`src/rtl/ppm_pkg.sv`:
```
package ppm_pkg;

  typedef enum logic [1:0] {
    SYM_NONE = 2'd0,
    SYM_ZERO = 2'd1,
    SYM_ONE  = 2'd2
  } sym_e;

endpackage

```
`src/rtl/ppm_sync.sv`:
```
module ppm_sync #(
  parameter int   STAGES  = 2,
  parameter logic RST_VAL = 1'b1
) (
  input  logic clk,
  input  logic rst_n,
  input  logic d_in,
  output logic q_out
);

  logic [STAGES-1:0] sh_q;

  for (genvar g = 0; g < STAGES; g++) begin : g_stage
    logic src;
    if (g == 0) begin : g_first
      assign src = d_in;
    end else begin : g_rest
      assign src = sh_q[g-1];
    end

    always_ff @(posedge clk or negedge rst_n) begin
      if (!rst_n) sh_q[g] <= RST_VAL;
      else        sh_q[g] <= src;
    end
  end

  assign q_out = sh_q[STAGES-1];

endmodule

```
`src/rtl/ppm_edge_timer.sv`:
```
module ppm_edge_timer #(
  parameter int   CNT_W      = 12,
  parameter int   IDLE_LIMIT = 2400,
  parameter logic RST_VAL    = 1'b1
) (
  input  logic             clk,
  input  logic             rst_n,
  input  logic             lvl_in,
  input  logic             tick_en,
  output logic             edge_stb,
  output logic [CNT_W-1:0] elapsed,
  output logic             run
);

  localparam logic [CNT_W-1:0] IDLE_CNT = CNT_W'(IDLE_LIMIT);
  localparam logic [CNT_W-1:0] IDLE_PRE = CNT_W'(IDLE_LIMIT - 1);

  logic             lvl_q;
  logic [CNT_W-1:0] cnt_q, cnt_n;
  logic             run_q, run_n;

  assign edge_stb = (lvl_in != lvl_q);

  // Next state: an edge restarts the count, counting its own tick as the first
  always_comb begin
    cnt_n = cnt_q;
    run_n = run_q;
    if (edge_stb) begin
      run_n = 1'b1;
      cnt_n = tick_en ? CNT_W'(1) : '0;
    end else if (run_q && tick_en) begin
      if (cnt_q >= IDLE_PRE) begin
        cnt_n = IDLE_CNT;
        run_n = 1'b0;
      end else begin
        cnt_n = cnt_q + CNT_W'(1);
      end
    end
  end

  always_ff @(posedge clk or negedge rst_n) begin
    if (!rst_n) begin
      lvl_q <= RST_VAL;
      cnt_q <= '0;
      run_q <= 1'b0;
    end else begin
      lvl_q <= lvl_in;
      cnt_q <= cnt_n;
      run_q <= run_n;
    end
  end

  assign elapsed = cnt_q;
  assign run     = run_q;

  AST_IDLE_STOP_AT_LIMIT: assert property (@(posedge clk) disable iff (!rst_n)
    $fell(run_q) |-> (cnt_q == IDLE_CNT));

  AST_EDGE_RESTARTS: assert property (@(posedge clk) disable iff (!rst_n)
    edge_stb |=> run_q);

  AST_NO_TICK_HOLD: assert property (@(posedge clk) disable iff (!rst_n)
    (!edge_stb && !tick_en) |=> $stable(cnt_q));

endmodule

```
`src/rtl/ppm_sym_class.sv`:
```
module ppm_sym_class
  import ppm_pkg::*;
#(
  parameter int CNT_W      = 12,
  parameter int ONE_TICKS  = 120,
  parameter int ZERO_TICKS = 60,
  parameter int FUZZ_TICKS = 20
) (
  input  logic [CNT_W-1:0] elapsed,
  output sym_e             sym
);

  localparam logic [CNT_W-1:0] ONE_LO  = CNT_W'(ONE_TICKS - FUZZ_TICKS);
  localparam logic [CNT_W-1:0] ONE_HI  = CNT_W'(ONE_TICKS + FUZZ_TICKS);
  localparam logic [CNT_W-1:0] ZERO_LO = CNT_W'(ZERO_TICKS - FUZZ_TICKS);
  localparam logic [CNT_W-1:0] ZERO_HI = CNT_W'(ZERO_TICKS + FUZZ_TICKS);

  logic in_one, in_zero;

  assign in_one  = (elapsed > ONE_LO)  && (elapsed < ONE_HI);
  assign in_zero = (elapsed > ZERO_LO) && (elapsed < ZERO_HI);

  always_comb begin
    if (in_one)       sym = SYM_ONE;
    else if (in_zero) sym = SYM_ZERO;
    else              sym = SYM_NONE;
  end

endmodule

```
`src/rtl/ppm_frame_asm.sv`:
```
module ppm_frame_asm
  import ppm_pkg::*;
#(
  parameter int CNT_W     = 12,
  parameter int BITS_W    = 5,
  parameter int MAX_BITS  = 31,
  parameter int RUNT_BITS = 4,
  parameter int END_LIMIT = 140
) (
  input  logic                clk,
  input  logic                rst_n,
  input  logic                sym_stb,
  input  sym_e                sym,
  input  logic [CNT_W-1:0]    elapsed,
  output logic                frm_valid,
  output logic [MAX_BITS-1:0] frm_data,
  output logic [BITS_W-1:0]   frm_bits
);

  localparam logic [BITS_W-1:0] MAX_CNT  = BITS_W'(MAX_BITS);
  localparam logic [BITS_W-1:0] RUNT_CNT = BITS_W'(RUNT_BITS);
  localparam logic [CNT_W-1:0]  END_CNT  = CNT_W'(END_LIMIT);

  logic [MAX_BITS-1:0] data_q, data_n;
  logic [BITS_W-1:0]   bits_q, bits_n;
  logic                act_q, act_n;
  logic                vld_q, vld_n;
  logic                close_hit;
  logic                bit_hit;

  assign close_hit = act_q && (elapsed >= END_CNT);
  assign bit_hit   = sym_stb && (sym != SYM_NONE);

  always_comb begin
    data_n = data_q;
    bits_n = bits_q;
    act_n  = act_q;
    vld_n  = 1'b0;
    if (vld_q) begin
      data_n = '0;
      bits_n = '0;
    end
    if (close_hit) begin
      act_n = 1'b0;
      if (bits_q > RUNT_CNT) begin
        vld_n = 1'b1;
      end else begin
        data_n = '0;
        bits_n = '0;
      end
    end else if (bit_hit) begin
      act_n = 1'b1;
      if (bits_n < MAX_CNT) begin
        data_n[bits_n] = (sym == SYM_ONE);
        bits_n         = bits_n + BITS_W'(1);
      end
    end
  end

  always_ff @(posedge clk or negedge rst_n) begin
    if (!rst_n) begin
      data_q <= '0;
      bits_q <= '0;
      act_q  <= 1'b0;
      vld_q  <= 1'b0;
    end else begin
      data_q <= data_n;
      bits_q <= bits_n;
      act_q  <= act_n;
      vld_q  <= vld_n;
    end
  end

  assign frm_valid = vld_q;
  assign frm_data  = data_q;
  assign frm_bits  = bits_q;

  AST_VALID_SINGLE: assert property (@(posedge clk) disable iff (!rst_n)
    vld_q |=> !vld_q);

  AST_NO_RUNT_OUT: assert property (@(posedge clk) disable iff (!rst_n)
    vld_q |-> (bits_q > RUNT_CNT));

  AST_CLEAR_AFTER_VALID: assert property (@(posedge clk) disable iff (!rst_n)
    vld_q |=> (bits_q == '0) && (data_q == '0));

  AST_NO_OVERFLOW: assert property (@(posedge clk) disable iff (!rst_n)
    bits_q <= MAX_CNT);

  AST_IGNORED_NO_APPEND: assert property (@(posedge clk) disable iff (!rst_n)
    (sym_stb && sym == SYM_NONE && !close_hit && !vld_q) |=> $stable(bits_q));

endmodule

```
`src/rtl/ppm_frame_rx.sv`:
```
module ppm_frame_rx
  import ppm_pkg::*;
#(
  parameter int ONE_TICKS   = 120,
  parameter int ZERO_TICKS  = 60,
  parameter int FUZZ_TICKS  = 20,
  parameter int IDLE_MULT   = 20,
  parameter int MAX_BITS    = 31,
  parameter int RUNT_BITS   = 4,
  parameter int SYNC_STAGES = 2
) (
  input  logic                                clk,
  input  logic                                rst_n,
  input  logic                                tick_en,
  input  logic                                env_in,
  output logic                                frm_valid,
  output logic [MAX_BITS-1:0]                 frm_data,
  output logic [$clog2(MAX_BITS+1)-1:0]       frm_bits,
  output logic                                tmr_run
);

  localparam int IDLE_LIMIT = IDLE_MULT * ONE_TICKS;
  localparam int END_LIMIT  = ONE_TICKS + FUZZ_TICKS;
  localparam int CNT_W      = $clog2(IDLE_LIMIT + 1);
  localparam int BITS_W     = $clog2(MAX_BITS + 1);

  logic             lvl_s;
  logic             edge_stb;
  logic [CNT_W-1:0] elapsed;
  sym_e             sym;

  ppm_sync #(
    .STAGES  (SYNC_STAGES),
    .RST_VAL (1'b1)
  ) u_sync (
    .clk   (clk),
    .rst_n (rst_n),
    .d_in  (env_in),
    .q_out (lvl_s)
  );

  ppm_edge_timer #(
    .CNT_W      (CNT_W),
    .IDLE_LIMIT (IDLE_LIMIT),
    .RST_VAL    (1'b1)
  ) u_timer (
    .clk      (clk),
    .rst_n    (rst_n),
    .lvl_in   (lvl_s),
    .tick_en  (tick_en),
    .edge_stb (edge_stb),
    .elapsed  (elapsed),
    .run      (tmr_run)
  );

  ppm_sym_class #(
    .CNT_W      (CNT_W),
    .ONE_TICKS  (ONE_TICKS),
    .ZERO_TICKS (ZERO_TICKS),
    .FUZZ_TICKS (FUZZ_TICKS)
  ) u_class (
    .elapsed (elapsed),
    .sym     (sym)
  );

  ppm_frame_asm #(
    .CNT_W     (CNT_W),
    .BITS_W    (BITS_W),
    .MAX_BITS  (MAX_BITS),
    .RUNT_BITS (RUNT_BITS),
    .END_LIMIT (END_LIMIT)
  ) u_asm (
    .clk       (clk),
    .rst_n     (rst_n),
    .sym_stb   (edge_stb),
    .sym       (sym),
    .elapsed   (elapsed),
    .frm_valid (frm_valid),
    .frm_data  (frm_data),
    .frm_bits  (frm_bits)
  );

endmodule

```
`config.mk`:
```
export PLATFORM = sky130hd
export DESIGN_NAME = ppm_frame_rx
export DESIGN_NICKNAME = d
export VERILOG_FILES = /design/src/rtl/ppm_pkg.sv /design/src/rtl/ppm_sync.sv /design/src/rtl/ppm_edge_timer.sv /design/src/rtl/ppm_sym_class.sv /design/src/rtl/ppm_frame_asm.sv /design/src/rtl/ppm_frame_rx.sv
export SDC_FILE = /design/constraint.sdc
export NUM_CORES = 1
export LEC_CHECK = 0
export ABC_AREA = 1
export BUFFER_PORTS_ARGS = -buffer_cell sky130_fd_sc_hd__clkbuf_2
export CORE_MARGIN = 5
export CORE_UTILIZATION = 61
export CTS_BUF_LIST = sky130_fd_sc_hd__clkbuf_8
export CTS_CLUSTER_SIZE = 24
export DETAILED_ROUTE_END_ITERATION = 8
export GPL_ROUTABILITY_DRIVEN = 0
export HOLD_SLACK_MARGIN = 0.02
export PLACE_DENSITY = 0.9
export SYNTH_ARGS = -nofsm -noshare
export SYNTH_HDL_FRONTEND = slang
export SYNTH_SLANG_ARGS = --single-unit
```
`constraint.sdc`:
```
create_clock -name clk -period 3.05 [get_ports clk]
set_input_delay 0.61 -clock clk [delete_from_list [all_inputs] [get_ports clk]]
set_output_delay 0.61 -clock clk [all_outputs]
set_load 0.01 [all_outputs]
```
Word-level counts from Yosys, hierarchy flattened
Index checks and enable logic that the tools add are counted.
{ "classes": {"div": 0, "add_sub_neg": 2, "muxes": 26, "n_reduce_logical": 11, "bitwise_logic": 0, "eq_ne": 2, "shift": 0, "multipliers": 0, "order_cmp": 10} }
{ "op_table": {"columns": ["operator", "n"], "rows": [
  ["2-to-1 mux 31 bit", 5],
  ["2-to-1 mux 12 bit", 3],
  ["bitwise mux 31 bit", 1],
  ["2-to-1 mux 5 bit", 5],
  ["adder 12 x 1 -> 12 bit (second input constant)", 1],
  ["greater-or-equal comparator 12 bit (second input constant)", 1],
  ["greater-or-equal comparator 12 x 8 -> 1 bit (second input constant)", 1],
  ["> comparator 12 x 6 -> 1 bit (second input constant)", 1],
  ["> comparator 12 x 7 -> 1 bit (second input constant)", 1],
  ["< comparator 12 x 7 -> 1 bit (second input constant)", 1],
  ["< comparator 12 x 8 -> 1 bit (second input constant)", 1],
  ["2-to-1 mux 1 bit", 10],
  ["nonzero test 2 bit", 4],
  ["logical AND 1 bit", 6],
  ["< comparator 5 x 6 -> 1 bit (second input constant)", 1],
  ["adder 5 x 1 -> 5 bit (second input constant)", 1],
  ["demux 1 bit (select 5 bit)", 1],
  ["greater-or-equal comparator 5 x 1 -> 1 bit (second input constant)", 1],
  ["> comparator 5 x 3 -> 1 bit (second input constant)", 1],
  ["< comparator 5 bit (second input constant)", 1],
  ["== test 2 bit (second input constant)", 1],
  ["2-to-1 mux 2 bit", 1],
  ["AND reduction 2 bit", 1],
  ["!= test 1 bit", 1]
]} }
{ "totals": {"inputBits": 4, "elab_cells": 60, "out_inout_bits": 38, "romBits": 0, "latch_bits": 0, "regBits": 54, "ram_bits": 0, "memories": 0} }

Longest topological paths before layout
{ "depth": {"word_depth": 9, "mapped_depth": 14, "mapped_depth_nobuf": 12} }

By module
From an unflattened synthesis, not the netlist that was laid out.
{ "unflattened": {"hier_cells": 606, "hier_area_um2": 3927.5} }
{ "modules_own_cells": {"columns": ["mod", "cells_per_inst", "area_each_um2", "instances", "seq_area_each_um2"], "rows": [
  ["ppm_frame_asm", 419, 2702.6, 1, 950.9],
  ["ppm_edge_timer", 136, 935.9, 1, 351.6],
  ["ppm_sym_class", 49, 236.5, 1, 0.0],
  ["ppm_sync", 2, 52.6, 1, 52.6]
]} }

Least setup slack after synthesis
No wires, ideal clock.
{ "synth_timing": {"kind": "register to register", "startpoint": "register u_asm.vld_q (netlist: u_asm.frm_valid)", "endpoint": "register u_asm.bits_q[4] (netlist: u_asm.frm_bits[4])", "arrival_ns": 1.739, "setup_time_ns": 0.133, "setup_slack_ns": 1.178, "path_stages_with_launch": 11, "required_time_ns": 2.917, "path_buffers": 2, "cell_sequence": "dfrtp_1 -> inv_1 -> buf_2 -> nand2_1 -> inv_1 -> ha_1 -> inv_1 -> clkbuf_1 -> nor2_1 -> o31ai_1 -> o21ai_0"} }
{ "synth_via": {"elab_chain_len": 5, "word_cells_on_any_way": 7, "cone_classes": "add/sub (1); order compare (1); mux (5)"} }
{ "synth_lines": {"columns": ["item", "line", "rtl"], "rows": [
  ["start, declared", "ppm_frame_asm.sv:27", "logic vld_q, vld_n;"],
  ["start signal, assigned", "ppm_frame_asm.sv:70", "vld_q <= vld_n;"],
  ["2-to-1 mux 5 bit *", "ppm_frame_asm.sv:39", "if (vld_q) begin"],
  ["adder 5 x 1 -> 5 bit or < comparator 5 bit (tied branches)", "ppm_frame_asm.sv:55, ppm_frame_asm.sv:53", null],
  ["2-to-1 mux 5 bit", "ppm_frame_asm.sv:53", "if (bits_n < MAX_CNT) begin"],
  ["2-to-1 mux 5 bit", "ppm_frame_asm.sv:51", "end else if (bit_hit) begin"],
  ["2-to-1 mux 5 bit *", "ppm_frame_asm.sv:43", "if (close_hit) begin"],
  ["named net u_asm.bits_n[4]", "ppm_frame_asm.sv:25", "logic [BITS_W-1:0] bits_q, bits_n;"],
  ["end signal, assigned", "ppm_frame_asm.sv:68", "bits_q <= bits_n;"],
  ["end, declared", "ppm_frame_asm.sv:25", null]
]} }
The timed path passes the listed nets; every way through them passes the cells marked *.
A chain may end at the register's enable or synchronous reset.

Worst setup path in the final report
{ "layout_timing": {"startpoint": "register u_timer.cnt_q[11] (netlist: u_timer.elapsed[11])", "endpoint": "register u_asm.data_q[19] (netlist: u_asm.frm_data[19])"} }
{ "layout_via": {"elab_chain_len": 9, "word_cells_on_any_way": 17, "cone_classes": "order compare (5); eq/ne (1); mux (6); reduce/logical (5)"} }
{ "layout_lines": {"columns": ["item", "line", "rtl"], "rows": [
  ["start, declared", "ppm_edge_timer.sv:19", "logic [CNT_W-1:0] cnt_q, cnt_n;"],
  ["start signal, assigned", "ppm_edge_timer.sv:48", "cnt_q <= cnt_n;"],
  ["> comparator 12 x 6 -> 1 bit or < comparator 12 x 7 -> 1 bit (tied branches)", "ppm_sym_class.sv:21", "assign in_zero = (elapsed > ZERO_LO) && (elapsed < ZERO_HI);"],
  ["logical AND 1 bit", "ppm_sym_class.sv:21", null],
  ["2-to-1 mux 1 bit", "ppm_sym_class.sv:25", "else if (in_zero) sym = SYM_ZERO;"],
  ["2-to-1 mux 2 bit", "ppm_sym_class.sv:24", "if (in_one) sym = SYM_ONE;"],
  ["== test 2 bit", "ppm_frame_asm.sv:54", "data_n[bits_n] = (sym == SYM_ONE);"],
  ["bitwise mux 31 bit", "ppm_frame_asm.sv:54", null],
  ["2-to-1 mux 31 bit", "ppm_frame_asm.sv:53", null],
  ["2-to-1 mux 31 bit", "ppm_frame_asm.sv:51", null],
  ["2-to-1 mux 31 bit *", "ppm_frame_asm.sv:43", null],
  ["named net u_asm.data_n[19]", "ppm_frame_asm.sv:24", "logic [MAX_BITS-1:0] data_q, data_n;"],
  ["end signal, assigned", "ppm_frame_asm.sv:67", "data_q <= data_n;"],
  ["end, declared", "ppm_frame_asm.sv:24", null]
]} }
Marked as above.

==> impl_metrics.toml <==
[grt]
grt_pass1_vias = 3966
grt_pass1_wl_um = 17000
grt_max_degree = 35
antenna_found_initial = 0
grt_usage_pct = 24.0
grt_overflow = 0

[floorplanning]
io_pins = 42
placementRows = 29
initial_core_util_pct = 62.5
chipWidth_um = 90.7
die_height_um = 90.7
dieArea_um2 = 8220
coreArea_um2 = 6350

[synthesis]
syn_area_per_cell_um2 = 6.29
async_reset_ff_share_pct = 100
syn_nets = 641
synth_cells = 631
netlist-cell-type-count = 36
synth_warnings = 0
synthFlopType = "dfrtp_1"
synth-seq-cells = 54
synth_edf_count = 0
syn_area_um2 = 3970
ys_seq_area_share_pct = 34.1

[clock_tree]
clock-root-buffer = "clkbuf_8"
clkSinkCount = 54
clk_pin_slew_ps = 90
numCtsBuffers = 5
ctsLongestPathBuffers = 2
cts_resized = 0
cts_max_level = 2
cts-hold-fix-buffers = 0
postCtsSetupBuffers = 0
clk_latency_ps = 310
cts_tree = "yes"

[sta]
rsz0062_at_grt = "false"
finalClockSkew_ps = 8.21
finalCritPeriodShare_pct = 79.8
max-slew-margin-rel_pct = 14.8
hold-worst-slack_ps = 322
slew_viol_final = 0
worst_slew_pin_slew_ps = 1280
finalSetupTns_ps = 0
fmax_mhz = 411
hold_viol = 0
setup_viol = 0
period_needed_ps = 2430

[critical_path]
cpPeakStageDelay_ps = 670
cp.required_ps = 3290
crit_slowest_cell = "a21oi_4"
startpoint_type = "flop"
cp.arrival_ps = 2680
crit_path_max_fanout = 32
critical_path_class = "flop to flop"
crit_chain = "inv_1 > nand2_1 > nor2_4 > nand3_2 > nand2_4 > nand3_4 > a21oi_4 > nand2_1 > nand2_1 > nand2_1 > nand2_1"
cpMostUsedCell = "nand2_1"
end_kind = "flop"

[hold_path]
hp-class = "primary input to asynchronous set/reset pin"

[power_and_ir_drop]
powerDensity_nw_per_um2 = 340
peakVddDrop_mv = 0.275
cellLeakagePower_nw = 2.40
p_total_mw = 1.44

[cells_and_area]
drive_gt1_share_pct = 11.9
fillers = 546
layout.cell_area.non_filler_um2 = 4250
largest_reg_flops = 31
antenna_cells = 0
area_delta_synth_final_pct = 7.09
final_util_pct = 67.0
fin_nets = 667

[routing]
remaining_drc_errors = 0
firstDrtPassIters = 5
dr_total_vias = 4123
wl_per_cell_um = 13.2
wl_um = 9720
viasPerCell = 5.61
drt_iter0_drc = 380
antenna_left = 0

[placed_design]
hpwlAfterDp_um = 6600
placed_area_um2 = 4160
numPortBuffers = 41

[job]
maxCapViolations = 0

[run_status]
status = "complete, no violations"
==> routing by layer <==
| metal | GRT usage [%] | vias up | wire, um |
|---|---|---|---|
| met3 | 4.08 | 23 | 598 |
| met2 | 38.7 | 166 | 4620 |
| met4 | 11.7 | 0 | 212 |
| met1 | 31.0 | 1903 | 4290 |
| li1 | - | 2031 | - |
| met5 | 0 | - | 0 |
==> logic make-up after synthesis <==
group | after synthesis | share of synthesized area (%)
XOR/XNOR | 9 | 1.98
buffers and inverters | 97 | 10.5
adder cells (fa/ha/maj) | 6 | 1.89
flip-flops | 54 | 34.1
AO/OA/AOI/OAI | 57 | 7.88
AND/OR/NAND/NOR | 408 | 43.6
==> cell type report <==
type	count	area, um2	share of cell area, %
Tap cell	77	96.3	2.27
Timing Repair Buffer	47	250	5.88
Clock buffer	6	82.6	1.94
Inverter	69	259	6.09
Sequential cell	54	1360	31.9
Clock inverter	2	8.76	0.206
Multi-Input combinational cell	480	2200	51.8
==> cells in the final DEF (no fill, tap or decap), drive strengths merged <==
cell,Yosys,layout
nand2,255,255
nor2,86,86
inv,68,69
dfrtp,51,51
clkbuf,12,47
o21ai,44,44
nand4,35,35
nand3,21,21
xor2,8,8
ha,6,6
buf,16,6
a21oi,6,6
nor3,4,4
o22ai,3,3
dfstp,3,3
or2,2,2
nand3b,2,2
a31oi,2,2
nor4,2,2
clkinv,1,2
nor3b,1,1
xnor2,1,1
o31ai,1,1
a31o,1,1
==> final timing paths <==
check / start / depth (start not counted) / end / slack (ps)
worst max register to register: u_timer.elapsed[11] / 11 / u_asm.frm_data[19] / 620
max in group asynchronous: rst_n / 2 / u_timer.lvl_q / 1840
min in group clk: u_sync.g_stage[1].src / 0 / u_sync.q_out / 360
worst max-delay path: u_timer.elapsed[11] / 11 / u_asm.frm_data[19] / 620
worst min-delay path: rst_n / 1 / u_asm.frm_data[6] / 320
worst min register to register: u_sync.g_stage[1].src / 0 / u_sync.q_out / 360
==> per-stage QoR <==
step / cells / worst slack, ps
5_1_grt: 735 / 317
4_1_cts: 735 / 631
6_report: 735 / 617
3_5_place_dp: 727 / 651
3_3_place_gp: 727 / 733
2_1_floorplan: 631 / 1180
==> synthesized netlist by cell type (5+ instances only) <==
master | n | share of area, %
a21oi_1 | 5 | 0.63
buf_2 | 7 | 0.88
buf_4 | 6 | 1.1
clkbuf_1 | 12 | 1.1
dfrtp_1 | 51 | 32
ha_1 | 6 | 1.9
inv_1 | 64 | 6.0
nand2_1 | 251 | 24
nand3_1 | 18 | 2.3
nand4_1 | 35 | 5.5
nor2_1 | 83 | 7.8
o21ai_0 | 41 | 5.2
xor2_1 | 8 | 1.8
==> critical path: cells and delay by family (launching register included) <==
family | cells | cell delay (ps)
and+or+nand+nor | 9 | 1140
AOI/OAI and AO/OA | 1 | 670
DFF | 1 | 410
buffers and inverters | 1 | 110
==> power breakdown <==
part / total (mW) / switching, mW / internal, mW
registers: 0.766 / 0.0242 / 0.742
clock network: 0.418 / 0.237 / 0.181
logic: 0.260 / 0.194 / 0.0661
total: 1.44 / 0.456 / 0.989
Power figures use the tool's default switching activity.
